**config.mk**
```make
export PLATFORM = sky130hd
export DESIGN_NAME = alu_cc_unit
export DESIGN_NICKNAME = d
export VERILOG_FILES = /design/src/rtl/alu_cc_pkg.sv /design/src/rtl/alu_core.sv /design/src/rtl/cc_reg.sv /design/src/rtl/branch_eval.sv /design/src/rtl/alu_cc_unit.sv
export SDC_FILE = /design/constraint.sdc
export NUM_CORES = 1
export LEC_CHECK = 0
export BUFFER_PORTS_ARGS = -buffer_cell sky130_fd_sc_hd__buf_2
export CORE_ASPECT_RATIO = 0.7
export CORE_MARGIN = 2
export CORE_UTILIZATION = 45
export DETAILED_ROUTE_END_ITERATION = 8
export GPL_TIMING_DRIVEN = 0
export PLACE_DENSITY = 0.72
export SLEW_MARGIN = 10
export SYNTH_ARGS = -nofsm -noshare
export SYNTH_HDL_FRONTEND = slang
export SYNTH_HIERARCHICAL = 1
export SYNTH_SLANG_ARGS = --single-unit
```
**constraint.sdc**
```tcl
create_clock -name clk -period 7.3 [get_ports clk]
set_input_delay 1.46 -clock clk [delete_from_list [all_inputs] [get_ports clk]]
set_output_delay 1.46 -clock clk [all_outputs]
set_load 0.01 [all_outputs]
```
**src/rtl/alu_cc_pkg.sv**
```systemverilog
package alu_cc_pkg;

    typedef enum logic [3:0] {
        OP_SUM  = 4'd0,
        OP_DIFF = 4'd1,
        OP_CONJ = 4'd2,
        OP_EXOR = 4'd3
    } op_sel_e;

    typedef enum logic [3:0] {
        BR_ANY   = 4'd0,
        BR_LE    = 4'd1,
        BR_LT    = 4'd2,
        BR_EQ    = 4'd3,
        BR_NE    = 4'd4,
        BR_GE    = 4'd5,
        BR_GT    = 4'd6
    } br_sel_e;

    typedef struct packed {
        logic ovf;
        logic zero;
        logic neg;
    } flag_set_t;

    localparam flag_set_t FLAGS_INIT = '{ovf: 1'b0, zero: 1'b1, neg: 1'b0};
    localparam logic [3:0] OP_COUNT  = 4'd4;

endpackage

```
**src/rtl/alu_core.sv**
```systemverilog
module alu_core
    import alu_cc_pkg::*;
#(
    parameter int WIDTH = 32
) (
    input  logic [3:0]       sel,
    input  logic [WIDTH-1:0] a_in,
    input  logic [WIDTH-1:0] b_in,
    output logic [WIDTH-1:0] res,
    output flag_set_t        flags_nx,
    output logic             sel_ok
);
    localparam int MSB = WIDTH - 1;

    logic             is_diff;
    logic [WIDTH-1:0] addend;
    logic [WIDTH-1:0] sum;
    logic             sum_ovf;

    // One adder serves both sum and difference: b + ~a + 1 == b - a.
    always_comb begin
        is_diff = (sel == OP_DIFF);
        addend  = is_diff ? ~a_in : a_in;
        sum     = b_in + addend + {{(WIDTH-1){1'b0}}, is_diff};
        sum_ovf = (addend[MSB] == b_in[MSB]) && (sum[MSB] != b_in[MSB]);
    end

    always_comb begin
        res          = '0;
        flags_nx.ovf = 1'b0;
        unique case (sel)
            OP_SUM,
            OP_DIFF: begin
                res          = sum;
                flags_nx.ovf = sum_ovf;
            end
            OP_CONJ: res = a_in & b_in;
            OP_EXOR: res = a_in ^ b_in;
            default: res = '0;
        endcase
        flags_nx.zero = (res == '0);
        flags_nx.neg  = res[MSB];
        sel_ok        = (sel < OP_COUNT);
    end

endmodule

```
**src/rtl/cc_reg.sv**
```systemverilog
module cc_reg
    import alu_cc_pkg::*;
(
    input  logic      clk,
    input  logic      rst_n,
    input  logic      load,
    input  flag_set_t d,
    output flag_set_t q
);
    typedef enum logic {HOLD, CAPTURE} cc_move_e;

    cc_move_e  move;
    flag_set_t q_nx;

    always_comb begin
        move = load ? CAPTURE : HOLD;
        unique case (move)
            CAPTURE: q_nx = d;
            HOLD:    q_nx = q;
            default: q_nx = q;
        endcase
    end

    always_ff @(posedge clk or negedge rst_n) begin
        if (!rst_n) q <= FLAGS_INIT;
        else        q <= q_nx;
    end

    // flags only move on a capture
    a_r8_hold_flags: assert property (@(posedge clk) disable iff (!rst_n)
        !load |=> $stable(q));

endmodule

```
**src/rtl/branch_eval.sv**
```systemverilog
module branch_eval
    import alu_cc_pkg::*;
(
    input  flag_set_t  flags,
    input  logic [3:0] cond,
    output logic       take
);
    logic lt;

    always_comb begin
        lt = flags.neg ^ flags.ovf;
        case (cond)
            BR_ANY:  take = 1'b1;
            BR_LE:   take = lt | flags.zero;
            BR_LT:   take = lt;
            BR_EQ:   take = flags.zero;
            BR_NE:   take = ~flags.zero;
            BR_GE:   take = ~lt;
            BR_GT:   take = ~lt & ~flags.zero;
            default: take = 1'b0;
        endcase
    end

endmodule

```
**src/rtl/alu_cc_unit.sv**
```systemverilog
module alu_cc_unit
    import alu_cc_pkg::*;
#(
    parameter int WIDTH = 32
) (
    input  logic             clk,
    input  logic             rst_n,
    input  logic [3:0]       fn_code,
    input  logic [WIDTH-1:0] op_a,
    input  logic [WIDTH-1:0] op_b,
    input  logic             cc_load,
    input  logic [3:0]       jmp_fn,
    output logic [WIDTH-1:0] result,
    output logic             flag_of,
    output logic             flag_zf,
    output logic             flag_sf,
    output logic             take_branch
);
    flag_set_t flags_nx;
    flag_set_t flags_q;
    logic      sel_ok;

    alu_core #(.WIDTH(WIDTH)) u_core (
        .sel      (fn_code),
        .a_in     (op_a),
        .b_in     (op_b),
        .res      (result),
        .flags_nx (flags_nx),
        .sel_ok   (sel_ok)
    );

    cc_reg u_flags (
        .clk   (clk),
        .rst_n (rst_n),
        .load  (cc_load & sel_ok),
        .d     (flags_nx),
        .q     (flags_q)
    );

    branch_eval u_branch (
        .flags (flags_q),
        .cond  (jmp_fn),
        .take  (take_branch)
    );

    assign flag_of = flags_q.ovf;
    assign flag_zf = flags_q.zero;
    assign flag_sf = flags_q.neg;

    // undefined selectors leave flags alone even with the strobe high
    a_r4_undef_keeps_flags: assert property (@(posedge clk) disable iff (!rst_n)
        (cc_load && fn_code >= 4'd4) |=> ($stable(flag_of) && $stable(flag_zf) && $stable(flag_sf)));

    // a capture stores the zero and sign of the presented result
    a_r5_capture_zero_sign: assert property (@(posedge clk) disable iff (!rst_n)
        (cc_load && fn_code < 4'd4) |=> (flag_zf == ($past(result) == '0)) && (flag_sf == $past(result[WIDTH-1])));

    // logical operations clear overflow
    a_r7_logic_clears_ovf: assert property (@(posedge clk) disable iff (!rst_n)
        (cc_load && (fn_code == 4'd2 || fn_code == 4'd3)) |=> !flag_of);

    // reset state of the flags
    a_r9_reset_flags: assert property (@(posedge clk)
        !rst_n |-> (flag_zf && !flag_sf && !flag_of));

    // equality condition follows the stored zero flag
    a_r10_eq_follows_zero: assert property (@(posedge clk) disable iff (!rst_n)
        (jmp_fn == 4'd3) |-> (take_branch == flag_zf));

    // undefined conditions never branch
    a_r11_undef_not_taken: assert property (@(posedge clk) disable iff (!rst_n)
        (jmp_fn > 4'd6) |-> !take_branch);

endmodule

```
-- Yosys cells after proc, flatten, opt, wreduce, memory -nomap -nowiden
Index checks and enable logic that the tools add are counted.
- bits in registers: 3
- output and inout bits: 36
- logic and storage cells: 37
- $add $sub $neg: 2
- $lt $le $gt $ge: 1
- eq/ne operators: 11
- muxes and demuxes: 6
- bitwise gates (word level): 9
- reduce and logical (&&, ||, !) cells: 5
- operator list (cell ; count):
    $pmux W32 S3 ; 1
    $add A32 B1 Y32 ; 1
    $add A32 B32 Y32 ; 1
    $and A32 B32 Y32 ; 1
    $logic_not A32 Y1 ; 1
    $mux W32 ; 1
    $not A32 Y32 ; 1
    $xor A32 B32 Y32 ; 1
    $eq A4 B2 Y1 const B ; 4
    $eq A4 B3 Y1 const B ; 3
    $eq A4 B1 Y1 const B ; 2
    $logic_not A4 Y1 ; 2
    $pmux W1 S7 ; 1
    $lt A4 B3 Y1 const B ; 1
    $mux W3 ; 1
    $and A1 B1 Y1 ; 2
    $mux W1 ; 2
    $not A1 Y1 ; 2
    $reduce_or A2 Y1 ; 1
    $eq A1 B1 Y1 ; 1
    $logic_and A1 B1 Y1 ; 1
    $ne A1 B1 Y1 ; 1
    $or A1 B1 Y1 ; 1
    $xor A1 B1 Y1 ; 1

-- Depth between registers and ports, before layout
Gate-level depths: netlist (run 1).
- depth in word-level cells: 8
- mapped depth: 18

-- Modules after synthesis
Netlist (run 1), hierarchy kept.
- modules (own cells, without submodules) (module ; instances ; cells an instance ; area each (sq um) ; seq. area each (sq um)):
    alu_core ; 1 ; 465 ; 3419.5 ; 0.0
    cc_reg ; 1 ; 6 ; 110.1 ; 76.3
    branch_eval ; 1 ; 10 ; 81.3 ; 0.0
    alu_cc_unit ; 1 ; 1 ; 6.3 ; 0.0

-- Worst setup path before layout (run 1)
Ideal clock, no wire load.
- kind: input to output
- start point: in fn_code[1]
- end point: out result[31]
- arrival: 5233 ps
- path slack: 607 ps
- stages on the path: 17
- buffers on the path: 5
- cell sequence: buf_2 > or4b_1 > clkbuf_1 > buf_1 > xnor2_1 > ha_1 > clkbuf_1 > a21oi_1 > o21ai_0 > a211oi_1 > a211oi_2 > or4_1 > o311ai_2 > o31ai_4 > xor2_1 > o22ai_1 > buf_4
- RTL lines (element ; line ; text):
    start: declaration ; alu_cc_unit.sv:8 ; input logic [3:0] fn_code,
    end: declaration ; alu_cc_unit.sv:13 ; output logic [WIDTH-1:0] result,

==> out/results.tsv, run 1 <==
metric	value	unit
outcome	complete, no violations	
cpMaxStageDelayCell	or4b_1	
fin_crit_sh	96.9	%
routed_wl	12300	um
r2r_slack	6520	ps
synthDistinctLibCells	68	
worstMarginPinSlew	1200	ps
netlist_instances	482	
final_util	55.9	%
worstPathCellList	buf_2, or4b_1, clkbuf_1, buf_2, xnor2_1, ha_1, a21oi_1, nand2_1, a211oi_2, a211oi_2, or4_1, o311ai_2, o31ai_4, xor2_1, o22ai_1, buf_4, buf_2	
fin_worst_skew	0	ps
clockBufferDepth	2	
async_flop_share	100	%
largest-register	u_flags/q	
layout-drive-gt1-share	23.1	%
layout.cells.non_filler	695	
die_area	8780	um2
clock_sinks	3	
ir_drop	0.0986	mV
postRouteAntennaNets	0	
placed_area	4280	um2
timing_hold_violations_final	0	
drcViolationCount	0	
grt_pass1_vias	3931	
crit_type	in -> out	
synth_mux_area_share	10.1	%
final_area	4380	um2
cp_common_cell	buf_2	
final_nets	736	
grt_max_degree	11	
grt_pass1_wl	19200	um
cp_max_fo	10	
n_antenna_cell	0	
drt_pass1_iterations	7	
yosysTopAreaCell	ha_1	
setup_viol	0	
dpl.hpwl	10000	um
gp_congestion	0.977	
required	5840	ps
rows	27	
antenna_found_initial	0	
vias	4234	
synth_top_family_by_area	compound AO/OA/AOI/OAI gates	
cts_tree	done	
synth_xor_area_share	13.3	%
ys_seq_area_share	2.11	%
placed_cells	691	
synth_seq_cells	3	
cts_max_level	1	
port_buffers	108	
yosys.area_share.simple	21.2	%
ctsRootBufferMaster	clkbuf_16	
fmax	141	MHz
post_drt_wl_per_cell	17.7	um
initial_core_util	46.2	%
grt_overflow	0	
worstSetupStartpointType	input pin	
power	0.000477	W
n_fill_cell	771	
synth_compound_area_share	26.1	%
largest_register_ffs	3	
power_density	109	nW/um2
fin_hold_ws	549	ps
viasPerCell	6.09	
ios	111	
core_area	7840	um2
synth.avg_cell_area	7.50	um2
grt_setup_unrepaired	false	
drt-initial-drc-count	298	
cp-end-kind	output pin	
reg_top3	u_flags/q x3	
grt_use_total	26.3	%
relSlewSlack	19.1	%
cpPeakStageDelay	530	ps
p_leak	2.17	nW
max_cap_violations	0	
die_x	111	um
syn_area	3620	um2
layout_min_cycle_time	7080	ps
hold_buffers	0	
netlist_top_cells_area	ha_1, xnor2_1, mux2i_1	
crit_family	compound AO/OA/AOI/OAI gates	
die_h	79.0	um
min-delay-path-class	reg -> reg	
worstSkewPairLatency	220	ps
cts_made_buffers	3	
critPathArrivalTime	5620	ps
clkSlewWorstSetupHoldPaths	30	ps
synth_edf_count	0	
slew_viol_final	0	
crit_buf_inv	5	
synth-adder-area-share	23.0	%
syn_nets	623	
ys.flop_type	dfrtp_1	
area_growth	21.1	%
ys_warn_count	6	
synth_top_area_share	22.5	%
post_cts_buffers	0	
-- cell families (layout without fill, tap and decap cells) --
group	after synthesis	count (layout)
buffers and inverters	37	149
and+or+nand+nor	148	148
muxes	36	36
DFF	3	3
adders and majority gates	66	66
xor gates and xnor gates	55	55
AOI/OAI and AO/OA	137	137
-- power by group --
part / leakage, nW / total (W) / internal, W / switching (W)
Combinational: 2.10 / 0.000371 / 0.000153 / 0.000218
Sequential: 0.0377 / 0.0000199 / 0.0000185 / 0.00000140
Clock: 0.0382 / 0.0000858 / 0.0000720 / 0.0000138
Total: 2.17 / 0.000477 / 0.000243 / 0.000234
-- synthesized netlist by cell type, drive strengths merged (11+ instances only) --
cell,count
o21ai,22
mux2i,33
xnor2,39
nand3,16
o22ai,17
nand4,11
ha,65
xor2,16
a21oi,29
nand2,37
clkbuf,18
a21o,15
nor2,34
-- cell usage in the layout, fill, tap and decap left out, drive strengths merged, types with 3 or more instances in the layout --
cell	synthesis	layout
nand2b	3	3
mux2i	33	33
inv	9	9
a21oi	29	29
nand3	16	16
a211o	4	4
a31oi	5	5
mux2	3	3
and2	4	4
o22ai	17	17
nor4	6	6
a211oi	10	10
or3	5	5
and3	3	3
o21ai	22	22
ha	65	65
buf	10	117
o211a	3	3
clkbuf	18	23
or4	6	6
o31ai	4	4
nor3	9	9
xor2	16	16
xnor2	39	39
nor2	34	34
a21o	15	15
nand4	11	11
nand2	37	37
o211ai	3	3
-- repair_timing --
| item | 4_1_cts | 5_1_grt |
|---|---|---|
| pin swaps | 0 | 0 |
| gates resized for setup | 4 | 11 |
| endpoints found under the setup margin | 2 | 2 |
-- per-layer routing --
| metal | vias up | wire length, um | global-route usage [%] |
|---|---|---|---|
| met2 | 193 | 5340 | 43.4 |
| met4 | 0 | 74 | 2.22 |
| met3 | 8 | 1100 | 2.75 |
| met1 | 1973 | 5760 | 38.5 |
| met5 | - | 0 | 0 |
| li1 | 2060 | - | - |
-- cell type report --
cell class	count	area (um2)	area share, %
clock buffers	4	78.8	1.80
plain buffers	28	119	2.71
multi-input cells	442	3400	77.7
flip-flops and latches	3	76.3	1.74
inverters	9	33.8	0.771
well taps	101	126	2.89
repair buffers	108	541	12.3
-- final timing paths --
check,startpoint,end,cells past startpoint
worst min-delay path,u_flags/q[2],u_flags/q[2],1
worst max-delay path,fn_code[2],result[31],17
max in group asynchronous,rst_n,u_flags/q[1],1
worst max register to register,u_flags/q[1],u_flags/q[1],1
min in group asynchronous,rst_n,u_flags/q[2],1
worst min register to register,u_flags/q[2],u_flags/q[2],1
-- per-stage QoR --
step	setup TNS, ps	worst slack (ps)
floorplan	0	607
global placement	-232	-186
detailed placement	-239	-199
CTS	0	31.5
global route	0	38.5
finish	0	223
(Power assumes the default switching activity.)
==> inputs of run 2 (changes only) <==
- PLACE_DENSITY: 0.72 -> 0.71
==> run 2 against run 1 <==
Flip-flop and latch count is the same. First-iteration DRC count shrank 6.7%. Wire length shrank 1.6%. Die area is the same. Global-route usage shrank 0.18 points. Clock power is essentially flat. Worst hold slack is essentially flat. Non-clock buffer count is the same. Highest routed layer unchanged.
==> out/results.tsv, run 2 (synthesized netlist as in run 1, its figures left out) <==
metric	value	unit
p_leak	2.17	nW
crit_type	in -> out	
rows	27	
layout.cells.non_filler	695	
n_antenna_cell	0	
cts_max_level	1	
gp_congestion	0.961	
cp-end-kind	output pin	
place_ws	-281	ps
timing_hold_violations_final	0	
min-delay-path-class	reg -> reg	
reg_top3	u_flags/q x3	
layout_min_cycle_time	7080	ps
die_h	79.0	um
largest-register	u_flags/q	
clockBufferDepth	2	
drt_pass1_iterations	5	
drt-initial-drc-count	278	
setup_viol	0	
post_cts_buffers	0	
initial_core_util	46.2	%
post_drt_wl_per_cell	17.4	um
cts_tree	done	
worstSetupStartpointType	input pin	
grt_max_degree	11	
ios	111	
vias	4241	
fin_worst_skew	0	ps
drcViolationCount	0	
power	0.000476	W
final_nets	736	
grt_setup_unrepaired	true	
final_common_cell	buf_2	
fin_ws	218	ps
cts_made_buffers	3	
largest_register_ffs	3	
power_density	109	nW/um2
required	5840	ps
grt_pass1_wl	19100	um
max_cap_violations	0	
die_x	111	um
worstSkewPairLatency	220	ps
fin_crit_sh	97.0	%
viasPerCell	6.10	
grt_pass1_vias	3892	
relSlewSlack	26.8	%
placed_cells	691	
routed_wl	12100	um
grt_overflow	0	
clkSlewWorstSetupHoldPaths	30	ps
area_growth	21.1	%
fmax	141	MHz
ctsRootBufferMaster	clkbuf_16	
fin_hold_ws	549	ps
grt_use_total	26.1	%
slew_viol_final	0	
layout-drive-gt1-share	23.1	%
core_area	7840	um2
worstMarginPinSlew	1090	ps
cp_max_fo	10	
postRouteAntennaNets	0	
antenna_found_initial	0	
die_area	8780	um2
port_buffers	108	
critPathArrivalTime	5620	ps
outcome	complete, no violations	
dpl.hpwl	10100	um
ir_drop	0.171	mV
final_cell_mix	buf_2, ha_1, xnor2_1	
clock_sinks	3	
==> run 2: cell counts in the layout (fill, tap and decap cells not counted) <==
Identical to the previous run, type by type.
==> run 2: final cells by class <==
cell class | instances | area (um2)
multi-input combinational | 442 | 3410
inverter | 9 | 33.8
timing repair buffer | 108 | 541
buffer | 28 | 119
fill | 772 | 3460
sequential | 3 | 76.3
clock buffer | 4 | 78.8
tap | 101 | 126
==> run 2: path summary, 6_finish.rpt <==
kind                               from           end  slack [ps]  depth (start not counted)
setup / recovery             fn_code[2]    result[31]         220                         17
setup reg to reg           u_flags/q[2]  u_flags/q[2]        6520                          1
hold / removal             u_flags/q[0]  u_flags/q[0]         550                          1
min in group asynchronous         rst_n  u_flags/q[2]        1030                          1
max in group asynchronous         rst_n  u_flags/q[1]        6080                          1
hold reg to reg            u_flags/q[0]  u_flags/q[0]         550                          1
==> run 2: metal layers <==
layer,track usage [%],up-vias,wire (um)
li1,-,2069,-
met1,39.3,1972,5730
met3,1.83,2,1000
met4,1.60,0,29
met2,42.6,198,5310
met5,0,-,0
==> run 2: critical path: stages <==
cell and delay (ps):
buf_2 130, or4b_1 510, clkbuf_1 160, buf_2 290, xnor2_1 190, ha_1 390
a21oi_1 310, nand2_1 150, a211oi_2 380, a211oi_2 150, or4_1 500, o311ai_2 140
o31ai_4 150, xor2_1 180, o22ai_2 220, buf_4 150, buf_2 120
==> run 2: power breakdown <==
part / internal (W) / total (W) / switching [W]
Sequential: 0.0000185 / 0.0000199 / 0.00000137
Combinational: 0.000152 / 0.000371 / 0.000218
Clock: 0.0000720 / 0.0000858 / 0.0000138
Total: 0.000243 / 0.000476 / 0.000233
==> run 2: through the flow <==
step / TNS [ps] / utilization (%) / cell area, um2
6_report: 0 / 55.9 / 4380
5_1_grt: -52.0 / 55.9 / 4380
4_1_cts: 0 / 55.8 / 4370
3_5_place_dp: -331 / 54.7 / 4280
3_3_place_gp: -226 / 54.7 / 4280
2_1_floorplan: 0 / - / 3620
==> run 2: repair_timing <==
action,in CTS,in global routing
gates resized for setup,7,5
setup endpoints to repair,2,2
hold buffers,0,0
